==> config.mk <==
export PLATFORM = sky130hd
export DESIGN_NAME = pc_sequencer
export DESIGN_NICKNAME = d
export VERILOG_FILES = /design/src/rtl/pcu_pkg.sv /design/src/rtl/pcu_classify.sv /design/src/rtl/pcu_target.sv /design/src/rtl/pc_sequencer.sv
export SDC_FILE = /design/constraint.sdc
export NUM_CORES = 1
export LEC_CHECK = 0
export BUFFER_PORTS_ARGS = -buffer_cell sky130_fd_sc_hd__buf_2
export CAP_MARGIN = 20
export CORE_MARGIN = 2
export CORE_UTILIZATION = 40
export DETAILED_ROUTE_END_ITERATION = 16
export GPL_TIMING_DRIVEN = 0
export PLACE_DENSITY = 0.76
export SLEW_MARGIN = 20
export SYNTH_ARGS = -nofsm -noshare
export SYNTH_HDL_FRONTEND = slang
export SYNTH_SLANG_ARGS = --single-unit
export TNS_END_PERCENT = 20
==> constraint.sdc <==
create_clock -name clk -period 3.1 [get_ports clk]
set_input_delay 0.155 -clock clk [delete_from_list [all_inputs] [get_ports clk]]
set_output_delay 0.155 -clock clk [all_outputs]
set_load 0.02 [all_outputs]
==> src/rtl/pcu_pkg.sv <==
`timescale 1ns/1ps
package pcu_pkg;

    typedef enum logic [2:0] {
        FLOW_SEQ,
        FLOW_BR_TAKEN,
        FLOW_BR_SKIP,
        FLOW_JABS,
        FLOW_JREG,
        FLOW_FAULT
    } flow_e;

    localparam logic [5:0] OPC_SPECIAL = 6'h00;
    localparam logic [5:0] OPC_JUMP    = 6'h02;
    localparam logic [5:0] OPC_JLINK   = 6'h03;
    localparam logic [5:0] OPC_BR_EQ   = 6'h04;
    localparam logic [5:0] OPC_BR_NE   = 6'h05;

    localparam logic [5:0] FN_JREG     = 6'h08;
    localparam logic [5:0] FN_JREG_LNK = 6'h09;

endpackage

==> src/rtl/pcu_classify.sv <==
`timescale 1ns/1ps
module pcu_classify
    import pcu_pkg::*;
#(
    parameter int XLEN      = 32,
    parameter int REG_IDX_W = 5,
    parameter int LINK_REG  = 31
) (
    input  logic [31:0]          instr,
    input  logic [XLEN-1:0]      rs_val,
    input  logic [XLEN-1:0]      rt_val,
    output flow_e                flow,
    output logic                 link_req,
    output logic [REG_IDX_W-1:0] link_sel
);

    localparam logic [REG_IDX_W-1:0] LINK_IDX = REG_IDX_W'(LINK_REG);

    logic [5:0]           opcode;
    logic [5:0]           funct;
    logic [REG_IDX_W-1:0] rd_idx;
    logic                 operands_eq;
    logic                 rs_unaligned;

    assign opcode       = instr[31:26];
    assign funct        = instr[5:0];
    assign rd_idx       = instr[11 +: REG_IDX_W];
    assign operands_eq  = (rs_val == rt_val);
    assign rs_unaligned = (rs_val[1:0] != 2'b00);

    always_comb begin
        flow     = FLOW_SEQ;
        link_req = 1'b0;
        link_sel = '0;
        unique case (opcode)
            OPC_SPECIAL: begin
                if (funct == FN_JREG || funct == FN_JREG_LNK) begin
                    if (rs_unaligned) begin
                        flow = FLOW_FAULT;
                    end else begin
                        flow = FLOW_JREG;
                        if (funct == FN_JREG_LNK && rd_idx != '0) begin
                            link_req = 1'b1;
                            link_sel = rd_idx;
                        end
                    end
                end
            end
            OPC_BR_EQ: flow = operands_eq ? FLOW_BR_TAKEN : FLOW_BR_SKIP;
            OPC_BR_NE: flow = operands_eq ? FLOW_BR_SKIP : FLOW_BR_TAKEN;
            OPC_JUMP:  flow = FLOW_JABS;
            OPC_JLINK: begin
                flow     = FLOW_JABS;
                link_req = 1'b1;
                link_sel = LINK_IDX;
            end
            default:   flow = FLOW_SEQ;
        endcase
    end

endmodule

==> src/rtl/pcu_target.sv <==
`timescale 1ns/1ps
module pcu_target
    import pcu_pkg::*;
#(
    parameter int XLEN = 32
) (
    input  logic [XLEN-1:0] pc,
    input  logic [31:0]     instr,
    input  logic [XLEN-1:0] rs_val,
    input  flow_e           flow,
    output logic [XLEN-1:0] seq_pc,
    output logic [XLEN-1:0] next_pc
);

    localparam int OFS_EXT_W = XLEN - 18;
    localparam int REGION_W  = XLEN - 28;

    logic [XLEN-1:0] branch_pc;
    logic [XLEN-1:0] region_pc;

    assign seq_pc    = pc + XLEN'(4);
    assign branch_pc = seq_pc + {{OFS_EXT_W{instr[15]}}, instr[15:0], 2'b00};
    assign region_pc = {pc[XLEN-1 -: REGION_W], instr[25:0], 2'b00};

    always_comb begin
        unique case (flow)
            FLOW_BR_TAKEN: next_pc = branch_pc;
            FLOW_JABS:     next_pc = region_pc;
            FLOW_JREG:     next_pc = rs_val;
            FLOW_FAULT:    next_pc = pc;
            default:       next_pc = seq_pc;
        endcase
    end

endmodule

==> src/rtl/pc_sequencer.sv <==
`timescale 1ns/1ps
module pc_sequencer
    import pcu_pkg::*;
#(
    parameter int              XLEN      = 32,
    parameter int              REG_IDX_W = 5,
    parameter int              LINK_REG  = 31,
    parameter logic [XLEN-1:0] RESET_PC  = '0
) (
    input  logic                 clk,
    input  logic                 rst_n,
    input  logic                 step_en,
    input  logic [31:0]          instr,
    input  logic [XLEN-1:0]      rs_val,
    input  logic [XLEN-1:0]      rt_val,
    output logic [XLEN-1:0]      fetch_addr,
    output logic                 link_we,
    output logic [REG_IDX_W-1:0] link_idx,
    output logic [XLEN-1:0]      link_data,
    output logic                 misalign
);

    flow_e                flow;
    logic                 link_req;
    logic [REG_IDX_W-1:0] link_sel;
    logic [XLEN-1:0]      pc_q;
    logic [XLEN-1:0]      seq_pc;
    logic [XLEN-1:0]      next_pc;

    pcu_classify #(
        .XLEN      (XLEN),
        .REG_IDX_W (REG_IDX_W),
        .LINK_REG  (LINK_REG)
    ) u_classify (
        .instr    (instr),
        .rs_val   (rs_val),
        .rt_val   (rt_val),
        .flow     (flow),
        .link_req (link_req),
        .link_sel (link_sel)
    );

    pcu_target #(
        .XLEN (XLEN)
    ) u_target (
        .pc      (pc_q),
        .instr   (instr),
        .rs_val  (rs_val),
        .flow    (flow),
        .seq_pc  (seq_pc),
        .next_pc (next_pc)
    );

    // State register: reset, hold or load.
    always_ff @(posedge clk or negedge rst_n) begin
        if (!rst_n) begin
            pc_q <= RESET_PC;
        end else if (step_en) begin
            pc_q <= next_pc;
        end
    end

    // Output process.
    always_comb begin
        fetch_addr = pc_q;
        misalign   = (flow == FLOW_FAULT);
        link_we    = step_en && link_req;
        link_idx   = link_sel;
        link_data  = seq_pc;
    end

    assert_hold_idle_R2: assert property (@(posedge clk) disable iff (!rst_n)
        !step_en |=> $stable(fetch_addr));

    assert_no_link_idle_R2: assert property (@(posedge clk) disable iff (!rst_n)
        !step_en |-> !link_we);

    assert_seq_advance_R3: assert property (@(posedge clk) disable iff (!rst_n)
        (step_en && instr[31:26] == 6'h08) |=> fetch_addr == $past(fetch_addr) + XLEN'(4));

    assert_jal_link_R7: assert property (@(posedge clk) disable iff (!rst_n)
        (step_en && instr[31:26] == OPC_JLINK) |->
            (link_we && link_idx == REG_IDX_W'(LINK_REG) && link_data == fetch_addr + XLEN'(4)));

    assert_link_nonzero_R9: assert property (@(posedge clk) disable iff (!rst_n)
        link_we |-> link_idx != '0);

    assert_fault_hold_R10: assert property (@(posedge clk) disable iff (!rst_n)
        misalign |=> $stable(fetch_addr));

    assert_fault_nolink_R10: assert property (@(posedge clk) disable iff (!rst_n)
        misalign |-> !link_we);

    assert_word_aligned_R11: assert property (@(posedge clk) disable iff (!rst_n)
        fetch_addr[1:0] == 2'b00);

endmodule

; ---- Word-level counts from Yosys, hierarchy flattened
; Cells that the tools add are included.
[totals]
ff_bits = 32
latchBits = 0
ramBits = 0
romBits = 0
in_bits = 99
output_inout_bits = 71
wordCells = 40
n_memories = 0
[op_classes]
add_sub_neg = 2
n_mul = 0
div_mod_pow = 0
magnitude_cmp = 0
n_eq_ne = 11
shifts = 0
mux = 14
bitwise_logic = 2
n_reduce_logical = 9
[ops]
columns = operator, n
row1 = case mux 32 bit (4 select lines), 1
row2 = adder 32 x 3 -> 32 bit (second input constant), 1
row3 = adder 32 bit, 1
row4 = equality test 32 bit, 1
row5 = 2-to-1 mux 5 bit, 3
row6 = equality test 6 x 2 -> 1 bit (second input constant), 2
row7 = equality test 6 x 3 -> 1 bit (second input constant), 2
row8 = equality test 6 x 4 -> 1 bit (second input constant), 2
row9 = case mux 3 bit (4 select lines), 1
row10 = case mux 5 bit (2 select lines), 1
row11 = equality test 3 bit (second input constant), 2
row12 = zero test 6 bit, 1
row13 = nonzero test 5 bit, 1
row14 = 2-to-1 mux 1 bit, 4
row15 = 2-to-1 mux 2 bit, 2
row16 = equality test 3 x 1 -> 1 bit (second input constant), 1
row17 = equality test 3 x 2 -> 1 bit (second input constant), 1
row18 = 2-to-1 mux 3 bit, 1
row19 = AND reduction 3 bit, 1
row20 = logical AND 1 bit, 2
row21 = inverter 1 bit, 2
row22 = case mux 1 bit (2 select lines), 1
row23 = AND reduction 2 bit, 1
row24 = nonzero test 2 bit, 1
row25 = other kinds (2), 2

; ---- Depth between registers and ports, before layout
[depth]
depth_word = 7
ltp_mapped = 16
ltp_nobuf = 15

; ---- Cells and area by module
; Synthesis repeated with hierarchy kept, for this count alone.
[hier_totals]
hier_cells = 658
area_unflattened_um2 = 5092.4
[by_module_without_submodules]
columns = mod, instances, cells_per_inst, area_per_inst_um2, seq_area_each_um2
row1 = pcu_target, 1, 513, 3156.8, 0.0
row2 = pc_sequencer, 1, 70, 1356.3, 800.8
row3 = pcu_classify, 1, 75, 579.3, 0.0

; ---- Worst setup path after synthesis
; OpenSTA, ideal clock, no wires.
[synth_timing]
path_kind = register -> register
start = reg pc_q[4], in the netlist fetch_addr[4]
end = reg pc_q[30], in the netlist fetch_addr[30]
setup_ps = 142
arrival_time_ps = 3881
t_required_ps = 2958
setup_slack_ps = -923
stages_incl_launch_ff = 15
n_path_buf = 1
synth_period_minus_slack_ps = 4023
path_cell_list = dfrtp_1 -> buf_4 -> nand3_1 -> nor4_4 -> and3_2 -> nand3_1 -> xnor2_1 -> ha_1 -> a21oi_1 -> o21ai_0 -> or4_1 -> o21ai_0 -> mux2_2 -> nand4_1 -> a31oi_1
[synth_via]
elab_chain_cells = 3
[synth_lines]
columns = element, line_no
row1 = "start, declared", pc_sequencer.sv:26  ; logic [XLEN-1:0] pc_q;
row2 = "start signal, assigned", pc_sequencer.sv:59  ; pc_q <= next_pc;
row3 = adder 32 x 3 -> 32 bit, pcu_target.sv:21  ; assign seq_pc = pc + XLEN'(4);
row4 = named net link_data[19], pc_sequencer.sv:19  ; output logic [XLEN-1:0] link_data,
row5 = adder 32 bit, pcu_target.sv:22  ; assign branch_pc = seq_pc + {{OFS_EXT_W{instr[15]}}, instr[15:0], 2'b00};
row6 = case mux 32 bit (4 select lines), pcu_target.sv:26  ; unique case (flow)
; The timed path passes the listed nets, and every way through them passes these cells.
; A chain may end at the register's enable or synchronous reset.

; ---- Worst setup path in the final report
[layout_timing]
start = reg pc_q[2], in the netlist fetch_addr[2]
end = reg pc_q[24], in the netlist fetch_addr[24]
[layout_via]
elab_chain_cells = 3
[layout_lines]
columns = element, line_no
row1 = adder 32 x 3 -> 32 bit (*), pcu_target.sv:21
row2 = adder 32 bit, pcu_target.sv:22
row3 = case mux 32 bit (4 select lines) (*), pcu_target.sv:26
; Every way passes the cells marked *; elsewhere a longest branch is shown, timed or not.

==> qor.yml <==
pwr:
  vdd_ir_drop_max_mv: 0.492
  p_leak_nw: 3.23
  total_power_mw: 4.76
  p_per_area_nw_per_um2: 666
timing:
  hold-worst-slack_ns: 0.218
  min_period_ns: 3.39
  skew_ns: 0.00709
  max-slew-margin-rel_pct: 39.1
  rsz0062_at_grt: "yes"
  fmax_mhz: 295
  fin_ws_ns: -0.286
  finalHoldViolCount: 0
  tightest_slew_ns: 0.910
  setup_violations: 15
  fin_crit_sh_pct: 109
  slew_violations: 0
clock_tree:
  clk_latency_ns: 0.29
  cts-root-buf: "clkbuf_16"
  htreeDepth: 2
  clkTransAtPathRegs_ns: 0.07
  cts_buffer_depth: 2
  cts_sinks: 32
  cts_tree: "done"
  numCtsBuffers: 5
global_route:
  grt-ovfl-total: 0
  track_usage_pct: 32.1
  grt_max_degree: 33
  first_global_vias: 5877
  grt_pass1_wl_microns: 31800
  grt_antenna_before_repair: 0
setup_path:
  critPathKind: "flop to flop"
  path_max_fanout: 4
  cp.arrival_ns: 3.60
  critPathRequiredTime_ns: 3.31
  start_kind: "flop"
  end_kind: "flop"
floorplan:
  coreArea_sq_um: 11400
  pin_count: 170
  dieHeight_microns: 112
  dieArea_sq_um: 12600
  die_x_microns: 112
  rows: 39
  start_util_pct: 41.1
route:
  vias: 6061
  remaining_drc_errors: 0
  wl_microns: 21500
  postRouteAntennaNets: 0
  wire_per_inst_microns: 22.1
  drtIter0Drc: 556
  firstDrtPassIters: 5
  viasPerCell: 6.23
synth:
  yosysWarningCount: 0
  syn_area_sq_um: 4690
  seq_area_frac_synth_pct: 17.1
  synthFlopType: "dfrtp_1"
  ys_async_sr_fraction_pct: 100
  syn-num-nets: 734
  synth.avg_cell_area_sq_um: 7.82
  postSynthCellCount: 600
  synth_cell_types: 78
  synth_edf_count: 0
  synth-seq-cells: 32
placement:
  port-buffer-count: 169
  place.gp.congestion: 0.991
  dpl.hpwl_microns: 15200
run_status:
  status: "finished with violations"
  violations: "negative setup slack"
final_layout:
  layout_common_cells: "buf_2 (176), nand2_1 (60), buf_4 (53), xnor2_1 (52), nor2_1 (35)"
  largest_reg_flops: 32
  final_common_cell: "buf_2"
  drive_gt1_share_pct: 45.9
  fillerInstances: 1017
  area_delta_synth_final_pct: 52.2
  antennaDiodeCount: 0
  final_nets: 963
worst_hold_path:
  hold_path.class: "input port to flop"
flow_run:
  cap_violations: 0
==> critical path: stages, from the launching register on <==
cell and delay, ns:
dfrtp_2 0.44, buf_6 0.14, nand2_4 0.08, nor4_4 0.20
buf_4 0.18, and3_4 0.24, nand3_4 0.10, xnor2_4 0.22
ha_4 0.23, a21oi_2 0.16, o21ai_2 0.08, or4_4 0.50
o211ai_2 0.19, o21ai_1 0.09, mux2_2 0.28, a31oi_1 0.16
==> per-layer routing <==
layer | wire length (microns) | global-route usage (%) | vias to the layer above
li1 | - | - | 2700
met1 | 7970 | 41.3 | 2830
met2 | 10100 | 51.7 | 442
met3 | 2320 | 5.02 | 89
met4 | 1170 | 17.6 | 0
met5 | 0 | 0 | -
==> per-stage QoR <==
step | cells | instance area (sq um) | setup TNS [ns] | util (%) | setup slack (ns)
after floorplan | 600 | 4900 | -4.86 | - | -0.433
after global placement | 912 | 5920 | -10.20 | 51.9 | -0.805
after detailed placement | 912 | 5920 | -10.48 | 51.9 | -0.812
after CTS | 954 | 6750 | -1.55 | 59.1 | -0.180
after global routing | 973 | 7140 | -5.47 | 62.6 | -0.437
final | 973 | 7140 | -3.37 | 62.6 | -0.286
==> Yosys cell counts, types with 4 or more instances <==
cell type | count | area share [%]
o21bai_1 | 5 | 0.80
o21ai_0 | 42 | 4.5
a221oi_1 | 19 | 3.5
nand2_1 | 67 | 5.4
nand4_1 | 14 | 1.9
a21oi_1 | 43 | 4.6
a22oi_1 | 6 | 0.96
nand3_1 | 21 | 2.2
dfrtp_1 | 32 | 17
a22o_1 | 11 | 2.1
nor2_1 | 40 | 3.2
nand2b_1 | 7 | 0.93
a221o_1 | 5 | 1.1
or3_1 | 5 | 0.67
buf_2 | 8 | 0.85
a21o_1 | 10 | 1.6
and3_1 | 6 | 0.80
ha_1 | 34 | 9.1
inv_1 | 23 | 1.8
xor2_1 | 13 | 2.4
nor3_1 | 8 | 0.85
clkbuf_1 | 11 | 0.88
a31oi_1 | 10 | 1.3
xnor2_1 | 66 | 12
o211ai_1 | 9 | 1.4
o2111ai_1 | 4 | 0.75
and2_1 | 6 | 0.80
==> worst paths after layout <==
kind,cells past startpoint,slack (ns),endpoint,from
worst max-delay path,15,-0.29,fetch_addr[24]$_DFFE_PN0P_,fetch_addr[2]$_DFFE_PN0P_
worst min-delay path,3,0.22,fetch_addr[6]$_DFFE_PN0P_,rs_val[6]
worst max register to register,15,-0.29,fetch_addr[24]$_DFFE_PN0P_,fetch_addr[2]$_DFFE_PN0P_
worst min register to register,1,0.56,fetch_addr[1]$_DFFE_PN0P_,fetch_addr[1]$_DFFE_PN0P_
max in group asynchronous,2,1.99,fetch_addr[17]$_DFFE_PN0P_,rst_n
min in group asynchronous,2,0.51,fetch_addr[1]$_DFFE_PN0P_,rst_n
==> logic make-up (layout without fill, tap and decap cells) <==
| group | Yosys count | after routing | synth area share, % |
|---|---|---|---|
| AO/OA/AOI/OAI | 196 | 196 | 29.4 |
| XOR/XNOR | 81 | 81 | 15.8 |
| adder cells (fa/ha/maj) | 35 | 35 | 9.49 |
| buffers and inverters | 50 | 280 | 4.93 |
| flip-flops | 32 | 32 | 17.1 |
| multiplexers | 5 | 5 | 1.12 |
| AND/OR/NAND/NOR | 201 | 201 | 22.2 |
==> report_power, final <==
group	switching, mW	internal, mW	total, mW	leakage, nW
combinational	1.96	1.51	3.47	2.79
clock	0.228	0.318	0.546	0.0766
sequential	0.197	0.546	0.743	0.366
==> layout make-up <==
| class | instances | area (sq um) | area share [%] |
|---|---|---|---|
| plain buffers | 22 | 129 | 1.80 |
| well taps | 143 | 179 | 2.50 |
| clock inverters | 2 | 10.0 | 0.140 |
| inverters | 23 | 86.3 | 1.21 |
| repair buffers | 227 | 1320 | 18.5 |
| clock buffers | 6 | 139 | 1.94 |
| multi-input cells | 518 | 4460 | 62.4 |
| flip-flops and latches | 32 | 818 | 11.5 |
==> what timing repair did <==
action / 4_1_cts / 5_1_grt
setup buffers: 37 / 20
hold buffers: 1 / 0
hold endpoints to repair: 32 / 0
resized for setup: 70 / 49
pin swaps: 33 / 33
endpoints found under the setup margin: 21 / 19
Note: power is estimated with default switching activity, not from simulation.
